`src/rtl/daisy_arb_pkg.sv`:
```
// Package: types shared by the daisy-chain arbiter stages.
// Assumes nothing beyond IEEE 1800-2017 synthesizable types.
package daisy_arb_pkg;

    // State of one chain stage
    typedef enum logic [1:0] {
        CELL_IDLE = 2'b00,  // not requesting, acknowledge passes through
        CELL_WAIT = 2'b01,  // requesting, bus not yet owned
        CELL_OWN  = 2'b10   // requesting and owning the bus
    } cell_state_e;

endpackage

```
`src/rtl/daisy_host_ack.sv`:
```
// Module: daisy_host_ack
// Models the host side: registers the merged hold request and returns it
// as the acknowledge one clock later. Assumes the hold input is
// synchronous to clk. Reset is synchronous, active low.
module daisy_host_ack (
    input  logic clk,
    input  logic rst_n,
    input  logic hold_i,
    output logic ack_o
);

    logic ack_q;

    // Acknowledge register: follows hold with one cycle of delay
    always_ff @(posedge clk) begin
        if (!rst_n) begin
            ack_q <= 1'b0;
        end else begin
            ack_q <= hold_i;
        end
    end

    assign ack_o = ack_q;

endmodule

```
`src/rtl/daisy_chain_cell.sv`:
```
// Module: daisy_chain_cell
// One stage of the grant chain. It forwards the incoming acknowledge
// while its master is idle and blocks it while the master requests. It
// latches ownership when the acknowledge arrives during a request and the
// bus is not busy, and keeps it until the request drops.
// Assumes bus_busy_i is high whenever any stage owns the bus.
module daisy_chain_cell
    import daisy_arb_pkg::*;
(
    input  logic clk,
    input  logic rst_n,
    input  logic req_i,
    input  logic ack_in_i,
    input  logic bus_busy_i,
    output logic ack_out_o,
    output logic own_o
);

    cell_state_e state_q;
    cell_state_e state_d;

    // Pass-or-absorb switch: a requesting stage opens the chain
    assign ack_out_o = ack_in_i & ~req_i;

    // Next-state decision for this stage
    always_comb begin
        state_d = state_q;
        case (state_q)
            CELL_OWN: begin
                state_d = req_i ? CELL_OWN : CELL_IDLE;
            end
            CELL_IDLE, CELL_WAIT: begin
                if (!req_i) begin
                    state_d = CELL_IDLE;
                end else if (ack_in_i && !bus_busy_i) begin
                    state_d = CELL_OWN;
                end else begin
                    state_d = CELL_WAIT;
                end
            end
            default: begin
                state_d = CELL_IDLE;
            end
        endcase
    end

    // State register with synchronous reset
    always_ff @(posedge clk) begin
        if (!rst_n) begin
            state_q <= CELL_IDLE;
        end else begin
            state_q <= state_d;
        end
    end

    assign own_o = (state_q == CELL_OWN);

endmodule

```
`src/rtl/daisy_bus_arbiter.sv`:
```
// Module: daisy_bus_arbiter
// Top of the daisy-chain arbiter. It merges all requests into one hold
// request, models the host acknowledge and ripples that acknowledge
// through N_MASTERS chain stages. Stage 0 is nearest the host.
// Assumes requests are synchronous to clk. Reset is synchronous, active low.
module daisy_bus_arbiter #(
    parameter int N_MASTERS = 4
) (
    input  logic                 clk,
    input  logic                 rst_n,
    input  logic [N_MASTERS-1:0] req_i,
    output logic [N_MASTERS-1:0] grant_o,
    output logic                 hold_o,
    output logic                 holda_o
);

    localparam int CHAIN_LEN = N_MASTERS + 1;

    logic [CHAIN_LEN-1:0] ack_chain;
    logic [N_MASTERS-1:0] own_vec;
    logic                 bus_busy;

    // Merged hold request: any master asking for the bus
    assign hold_o = |req_i;

    // Bus is busy while any stage owns it
    assign bus_busy = |own_vec;

    daisy_host_ack u_host (
        .clk   (clk),
        .rst_n (rst_n),
        .hold_i(hold_o),
        .ack_o (holda_o)
    );

    assign ack_chain[0] = holda_o;

    genvar gi;
    generate
        for (gi = 0; gi < N_MASTERS; gi++) begin : g_stage
            daisy_chain_cell u_cell (
                .clk       (clk),
                .rst_n     (rst_n),
                .req_i     (req_i[gi]),
                .ack_in_i  (ack_chain[gi]),
                .bus_busy_i(bus_busy),
                .ack_out_o (ack_chain[gi+1]),
                .own_o     (own_vec[gi])
            );
        end
    endgenerate

    assign grant_o = own_vec;

endmodule

```
`config.mk`:
```
export PLATFORM = sky130hd
export DESIGN_NAME = daisy_bus_arbiter
export DESIGN_NICKNAME = d
export VERILOG_FILES = /design/src/rtl/daisy_arb_pkg.sv /design/src/rtl/daisy_host_ack.sv /design/src/rtl/daisy_chain_cell.sv /design/src/rtl/daisy_bus_arbiter.sv
export SDC_FILE = /design/constraint.sdc
export NUM_CORES = 1
export LEC_CHECK = 0
export ABC_AREA = 1
export BUFFER_PORTS_ARGS = -buffer_cell sky130_fd_sc_hd__clkbuf_2
export CAP_MARGIN = 30
export CORE_AREA = 2 2 39 41
export DETAILED_ROUTE_END_ITERATION = 8
export DIE_AREA = 0 0 41 43
export PLACE_DENSITY_LB_ADDON = 0.1
export SKIP_LAST_GASP = 1
export SLEW_MARGIN = 20
export SYNTH_ARGS = -nofsm -noshare
export SYNTH_HDL_FRONTEND = slang
export SYNTH_SLANG_ARGS = --single-unit
```
`constraint.sdc`:
```
create_clock -name clk -period 1.3 [get_ports clk]
set_clock_uncertainty 0.1 [all_clocks]
set_input_delay 0 -clock clk [delete_from_list [all_inputs] [get_ports clk]]
set_output_delay 0 -clock clk [all_outputs]
set_load 0.005 [all_outputs]
```
==> flow_summary.rst, run 1 <==
.. list-table::
   :header-rows: 1

   * - Metric
     - Value
   * - Io pins
     - 12
   * - Share of layout cells above drive strength 1
     - between 20% and 30%
   * - Routed length per placed instance
     - approximately 8.6 µm
   * - Setup repair bufs after CTS
     - 0
   * - Area grow syn2layout
     - 31.5%
   * - Die extent in y
     - 43 µm
   * - CP Max Fanout
     - 2
   * - Highest Clock Rate
     - 799 MHz
   * - Clock Sinks
     - 9
   * - Floorplan die width
     - between 40 and 50 µm
   * - Critical path data arrival time
     - between 1 and 1.5 ns
   * - Total count of max-transition violations in the final report
     - 0
   * - Vias in the first global route
     - between 300 and 400
   * - Std cell rows
     - 14
   * - Setup-failing EPs final
     - 0
   * - Master cell of the clock root buffer
     - clkbuf_4
   * - Cell with the most instances on the worst path
     - dlygate4sd3_1
   * - Register area share after synthesis
     - roughly 39%
   * - Dpl hpwl
     - 616 µm
   * - Remaining design rule violation count
     - 0
   * - Total vias in the final route
     - about 380
   * - Ant. Diodes
     - 0
   * - Final antenna-violating net count
     - 0
   * - Library cells used by synthesis
     - 16
   * - CP startpoint
     - req_i[3]
   * - Clock tree from TritonCTS
     - yes
   * - Final worst slack
     - 0.0481 ns
   * - Worst hold path startpoint
     - rst_n
   * - Kind of launch point of the worst setup path
     - input port
   * - GPL Wtd Cong
     - just over 0.7
   * - Portion of the clock cycle consumed by the worst path in the final layout
     - 96.3%
   * - Cells along the critical path
     - dlygate4sd3_1 -> clkbuf_2 -> nand2_1 -> dlygate4sd3_1 -> nor2_1
   * - Post-Syn Area
     - approximately 460 µm²
   * - Starting density of the core
     - roughly a third
   * - Clock Tree Buf Depth
     - 2
   * - Required time of the critical path
     - 1.36 ns
   * - Max-Cap Viols
     - 0
   * - Vias per cell
     - about 4.0
   * - Clock-pin slew on the worst setup and hold paths
     - approximately 0.06 ns
   * - Number of nets in the final layout
     - 86
   * - Setup_tns
     - 0 ns
   * - Worst-margin pin slew
     - 0.164 ns
   * - Number of buffers inserted during clock tree synthesis
     - 3
   * - Min Tclk post-route
     - between 1 and 1.5 ns
   * - Largest net degree at the start of global routing
     - 7
   * - Initial drt markers
     - 3
   * - Placement-stage worst setup slack
     - about 0.25 ns
   * - Net count after synthesis
     - between 60 and 70
   * - Lkg Pwr
     - ~0.32 nW
   * - Instance count of the mapped netlist
     - between 60 and 70
   * - Kind of critical path
     - input port to flip-flop
   * - Synth Register Bits
     - 9
   * - Total congestion overflow after global routing
     - 0
   * - Buf/Inv on CP
     - 3
   * - R2r startpoint
     - g_stage[1].u_cell.state_q[0]
   * - Cell class contributing the biggest share of worst-path delay
     - buffers and inverters
   * - Worst stage delay on the critical path
     - roughly 0.55 ns
   * - RSZ-0062 raised after global routing
     - no
   * - Outcome
     - complete, no violations
   * - Min-delay worst type
     - input port to flip-flop
   * - Drt pass-1 iters
     - 2
   * - Peak supply drop
     - 0.579 mV
   * - Clock latency on the worst-skew pair
     - approximately 0.26 ns
   * - Total track usage
     - between 10% and 20%
   * - Std-Cell Core Area
     - 1380 µm²
   * - Global-route wire length before repair
     - between 1000 and 1500 µm
   * - Syn_area_per_cell
     - approximately 7.4 µm²
   * - Hold violation total from the final report
     - 0
   * - IO Port Bufs
     - 11
   * - Count of H-tree levels built during CTS
     - 1
   * - Worst-path cell with the longest stage delay
     - dlygate4sd3_1
   * - Relative slew margins
     - roughly nine tenths
   * - DIE AREA
     - approximately 1800 µm²
   * - P per Cell Area
     - around 1000 nW/µm²
   * - Critical Path Sink Type
     - flip-flop
   * - DRT Wirelength
     - 813 µm
   * - Count of yosys warnings during synthesis
     - 0
   * - Initial antenna violation count
     - 0
-- sequential cells by signal, summed over array words and instances (netlist names) --
name                    count
u_host.ack_o                1
g_stage.u_cell.state_q      8
-- per-layer routing --
metal	GRT usage [%]	vias up	routed length, µm
met5	0	-	0
met4	10.0	0	15
met3	3.14	2	36
met2	16.6	7	348
met1	18.0	152	413
li1	-	220	-
-- synth_stat cells, drive strengths merged --
master  instances  area [µm²]
a21boi          1        7.51
inv            14        52.6
nand3b          1        7.51
and2            1        6.26
buf             4        30.0
o21ai           2        13.8
nor2            7        33.8
dfxtp           9         180
o21bai          2        15.0
a21oi           3        22.5
nand3           4        20.0
nand2          14        67.6
-- cells by family after synthesis --
| group | synth area share, % |
|---|---|
| DFF | 39.5 |
| buffers and inverters | 18.1 |
| and+or+nand+nor | 29.6 |
| AOI/OAI and AO/OA | 12.9 |
-- power by group --
part / internal [W] / switching [W] / leakage, nW / total (W)
registers: 0.000289 / 0.00000553 / 0.0741 / 0.000295
logic: 0.0000448 / 0.0000481 / 0.231 / 0.0000928
clock network: 0.000118 / 0.000102 / 0.0150 / 0.000220
-- layout make-up --
cell class	instances	area (µm²)
tap	16	20.0
fill	146	783
multi-input combinational	35	194
inverter	14	52.6
sequential	9	180
clock buffer	4	26.3
timing repair buffer	17	128
-- metrics by stage --
step | util (%) | hold WS (ns) | power [W] | instances | cell area (µm²)
2_1_floorplan | - | -0.00713 | 0.000356 | 62 | 457
4_1_cts | 43.9 | 0.00568 | 0.000616 | 97 | 608
3_5_place_dp | 36.3 | 0.159 | 0.000379 | 85 | 502
6_report | 43.4 | 0.00201 | 0.000608 | 95 | 601
3_3_place_gp | 36.3 | 0.158 | 0.000378 | 85 | 502
5_1_grt | 43.4 | 0.0197 | 0.000646 | 95 | 601
-- worst paths after layout --
path / to / slack, ns / cells past startpoint
min reg2reg: g_stage[0].u_cell.state_q[1] / 0.41 / 2
min: g_stage[2].u_cell.state_q[0] / 0.002 / 3
max reg2reg: g_stage[0].u_cell.state_q[0] / 0.25 / 7
max: g_stage[3].u_cell.state_q[0] / 0.05 / 5
-- repair_timing --
item,4_1_cts,5_1_grt
hold endpoints to repair,8,0
endpoints found under the setup margin,0,2
hold buffers,8,0
resized for setup,0,2
-- placed cells by master (no fill, tap or decap) --
master          netlist  routed
nand3b_1              1       1
o21ai_1               0       1
nand2_2               6       6
nand3_1               4       4
clkbuf_4              0       3
a21boi_0              1       1
nand2_1               8       8
o21ai_2               1       1
nor2_4                1       1
a21oi_2               2       2
inv_1                14      14
dfxtp_1               9       9
nor2_1                6       6
dlygate4sd3_1         0       7
and2_1                1       1
clkbuf_1              0       1
a21oi_1               1       1
dlymetal6s4s_1        0       1
clkbuf_2              0       9
o21bai_1              2       2
-- worst reg2reg max path, cell delays in order, from the launching register on --
cell,delay [ns]
dfxtp_1,0.30
inv_1,0.03
nand2_1,0.10
nand2_2,0.08
nor2_4,0.16
nand2_2,0.08
nand2_1,0.06
nor2_1,0.04
No activity file was read; power rests on OpenSTA's default activity.
==> run 2: changes to the inputs <==
--- a/config.mk
+++ b/config.mk
@@ -11,7 +11,7 @@
 export CORE_AREA = 2 2 39 41
 export DETAILED_ROUTE_END_ITERATION = 8
 export DIE_AREA = 0 0 41 43
-export PLACE_DENSITY_LB_ADDON = 0.1
+export PLACE_DENSITY = 0.52
 export SKIP_LAST_GASP = 1
 export SLEW_MARGIN = 20
 export SYNTH_ARGS = -nofsm -noshare
==> flow_summary.rst, run 2 (synthesized netlist as in run 1, its figures left out) <==
.. list-table::
   :header-rows: 1

   * - Metric
     - Value
   * - IO Port Bufs
     - 11 (unchanged)
   * - Kind of launch point of the worst setup path
     - input port
   * - RSZ-0062 raised after global routing
     - no
   * - Layout Cells excl Fill
     - 97 (+2.1%)
   * - Std-Cell Core Area
     - 1380 µm² (unchanged)
   * - Met2 Use GR
     - 15.6% (-0.94 points)
   * - Worst-margin pin slew
     - 0.158 ns (-0.00596 ns)
   * - Total count of max-transition violations in the final report
     - 0 (unchanged)
   * - Global-route wire length before repair
     - 1410 µm (-5.6%)
   * - Peak supply drop
     - 0.515 mV (-11%)
   * - Layer carrying the most global-route usage
     - met1
   * - Highest Clock Rate
     - 812 MHz (+1.6%)
   * - Clock latency on the worst-skew pair
     - 0.26 ns (about the same)
   * - Drt pass-1 iters
     - 2 (unchanged)
   * - DRT Wirelength
     - 869 µm (+6.9%)
   * - Io pins
     - 12 (unchanged)
   * - Die extent in y
     - 43 µm (unchanged)
   * - Initial antenna violation count
     - 0 (unchanged)
   * - Std cell rows
     - 14 (unchanged)
   * - Final antenna-violating net count
     - 0 (unchanged)
   * - Total congestion overflow after global routing
     - 0 (unchanged)
   * - Setup-failing EPs final
     - 0 (unchanged)
   * - Setup_tns
     - 0 ns (unchanged)
   * - Total track usage
     - 12.9% (-0.10 points)
   * - Sequential cell fraction of total power
     - 48.4% (about the same)
   * - Most common library cell in the layout ignoring fill and taps
     - inv_1
   * - Count of H-tree levels built during CTS
     - 1 (unchanged)
   * - P per Cell Area
     - 1000 nW/µm² (-0.81%)
   * - Global Route met3 Usage
     - 3.14% (unchanged)
   * - Hold violation total from the final report
     - 0 (unchanged)
   * - Ant. Diodes
     - 0 (unchanged)
   * - Min-delay worst type
     - input port to flip-flop
   * - Vias in the first global route
     - 365 (-3.7%)
   * - Outcome
     - complete, no violations
   * - DIE AREA
     - 1760 µm² (unchanged)
   * - Starting density of the core
     - 33.0% (unchanged)
   * - Portion of the clock cycle consumed by the worst path in the final layout
     - 94.8% (-1.5 points)
   * - Vias per cell
     - 4.19 (+4.4%)
   * - Clock Sinks
     - 9 (unchanged)
   * - Clock tree from TritonCTS
     - yes
   * - Switching power share of the total
     - 25.6% (+0.042 points)
   * - Kind of critical path
     - input port to flip-flop
   * - Number of nets in the final layout
     - 88 (+2.3%)
   * - Required time of the critical path
     - 1.37 ns (about the same)
   * - Area grow syn2layout
     - 33.2%
   * - Max reg flops
     - 8 (unchanged)
   * - Max-Cap Viols
     - 0 (unchanged)
   * - Remaining design rule violation count
     - 0 (unchanged)
   * - Clock Tree Buf Depth
     - 2 (unchanged)
   * - Lkg Pwr
     - 0.323 nW (+0.93%)
   * - Routed length per placed instance
     - 8.96 µm (+4.7%)
   * - Dpl hpwl
     - 622 µm (+0.99%)
   * - Relative slew margins
     - 89.4% (+0.40 points)
   * - Min Tclk post-route
     - 1.23 ns (-0.0199 ns)
   * - Total vias in the final route
     - 406 (+6.6%)
   * - Net load switching power
     - 0.000156 W (+0.59%)
   * - Clock-pin slew on the worst setup and hold paths
     - 0.06 ns (about the same)
   * - Critical Path Sink Type
     - flip-flop
   * - Internal power of the cells
     - 0.000454 W (+0.37%)
   * - Largest net degree at the start of global routing
     - 7 (unchanged)
   * - Critical path data arrival time
     - 1.30 ns (about the same)
   * - Most frequent cells in the layout
     - inv_1, clkbuf_2, dfxtp_1
   * - Share of layout cells above drive strength 1
     - 29.6% (+1.8 points)
   * - Met1 Use GR
     - 16.7% (-1.3 points)
   * - Initial drt markers
     - 2 (-1)
   * - Clk pwr share
     - 36.1% (about the same)
   * - Logic gate share of total power
     - 15.5% (+0.2 points)
   * - GPL Wtd Cong
     - 0.728 (+3.5%)
   * - Register name with the most flops
     - g_stage.u_cell.state_q
   * - Total of fill cells in the finished design
     - 138 (-5.5%)
   * - Master cell of the clock root buffer
     - clkbuf_4
   * - Number of buffers inserted during clock tree synthesis
     - 3 (unchanged)
   * - CP Max Fanout
     - 2 (unchanged)
   * - Floorplan die width
     - 41 µm (unchanged)
   * - Number of cells after detailed placement
     - 85 (unchanged)
[run 2: critical path: stages]
cell,delay (ns)
dlygate4sd3_1,0.53
clkbuf_2,0.11
nand2_1,0.07
dlygate4sd3_1,0.54
nor2_1,0.04
[run 2: timing repair]
item | 4_1_cts | 5_1_grt
hold buffers | 8 | 1
gates resized for setup | 0 | 0
setup endpoints to repair | 0 | 1
setup buffers | 0 | 0
hold endpoints to repair | 9 | 1
[run 2: final cells by class]
| type | instances | area, µm² | share of cell area (%) |
|---|---|---|---|
| Sequential cell | 9 | 180 | 29.6 |
| Multi-Input combinational cell | 35 | 194 | 31.9 |
| Tap cell | 16 | 20.0 | 3.29 |
| Clock buffer | 4 | 26.3 | 4.32 |
| Inverter | 14 | 52.6 | 8.64 |
| Timing Repair Buffer | 19 | 135 | 22.2 |
[run 2: per-layer routing]
metal	up-vias	share of wire [%]
li1	221	-
met1	170	48
met2	10	42
met3	5	4.4
met4	0	4.8
met5	-	0
[run 2: per-stage QoR]
step	power (W)	instance area [µm²]	utilization [%]	setup slack (ns)	hold WS [ns]
floorplan	0.000356	457	-	0.339	-0.00713
global placement	0.000377	502	36.3	0.262	0.148
detailed placement	0.000378	502	36.3	0.256	0.162
CTS	0.000623	608	43.9	0.0524	0.0213
global route	0.000652	608	43.9	0.00524	0.0300
finish	0.000610	608	43.9	0.0680	0.0159
[run 2: worst paths after layout]
path,start,to,slack [ns],depth (start not counted)
min reg2reg,u_host.ack_o,g_stage[0].u_cell.state_q[1],0.41,2
max reg2reg,g_stage[1].u_cell.state_q[0],g_stage[3].u_cell.state_q[0],0.26,7
min,rst_n,g_stage[3].u_cell.state_q[1],0.02,4
max,req_i[3],g_stage[3].u_cell.state_q[0],0.07,5
[run 2: power groups by stage]
stage	combinational [W]	clock [W]	sequential, W
floorplan	0.0000555	0	0.000301
global placement	0.0000758	0	0.000302
detailed placement	0.0000766	0	0.000302
finish	0.0000948	0.000220	0.000295
global route	0.000107	0.000247	0.000297
CTS	0.0000959	0.000232	0.000295
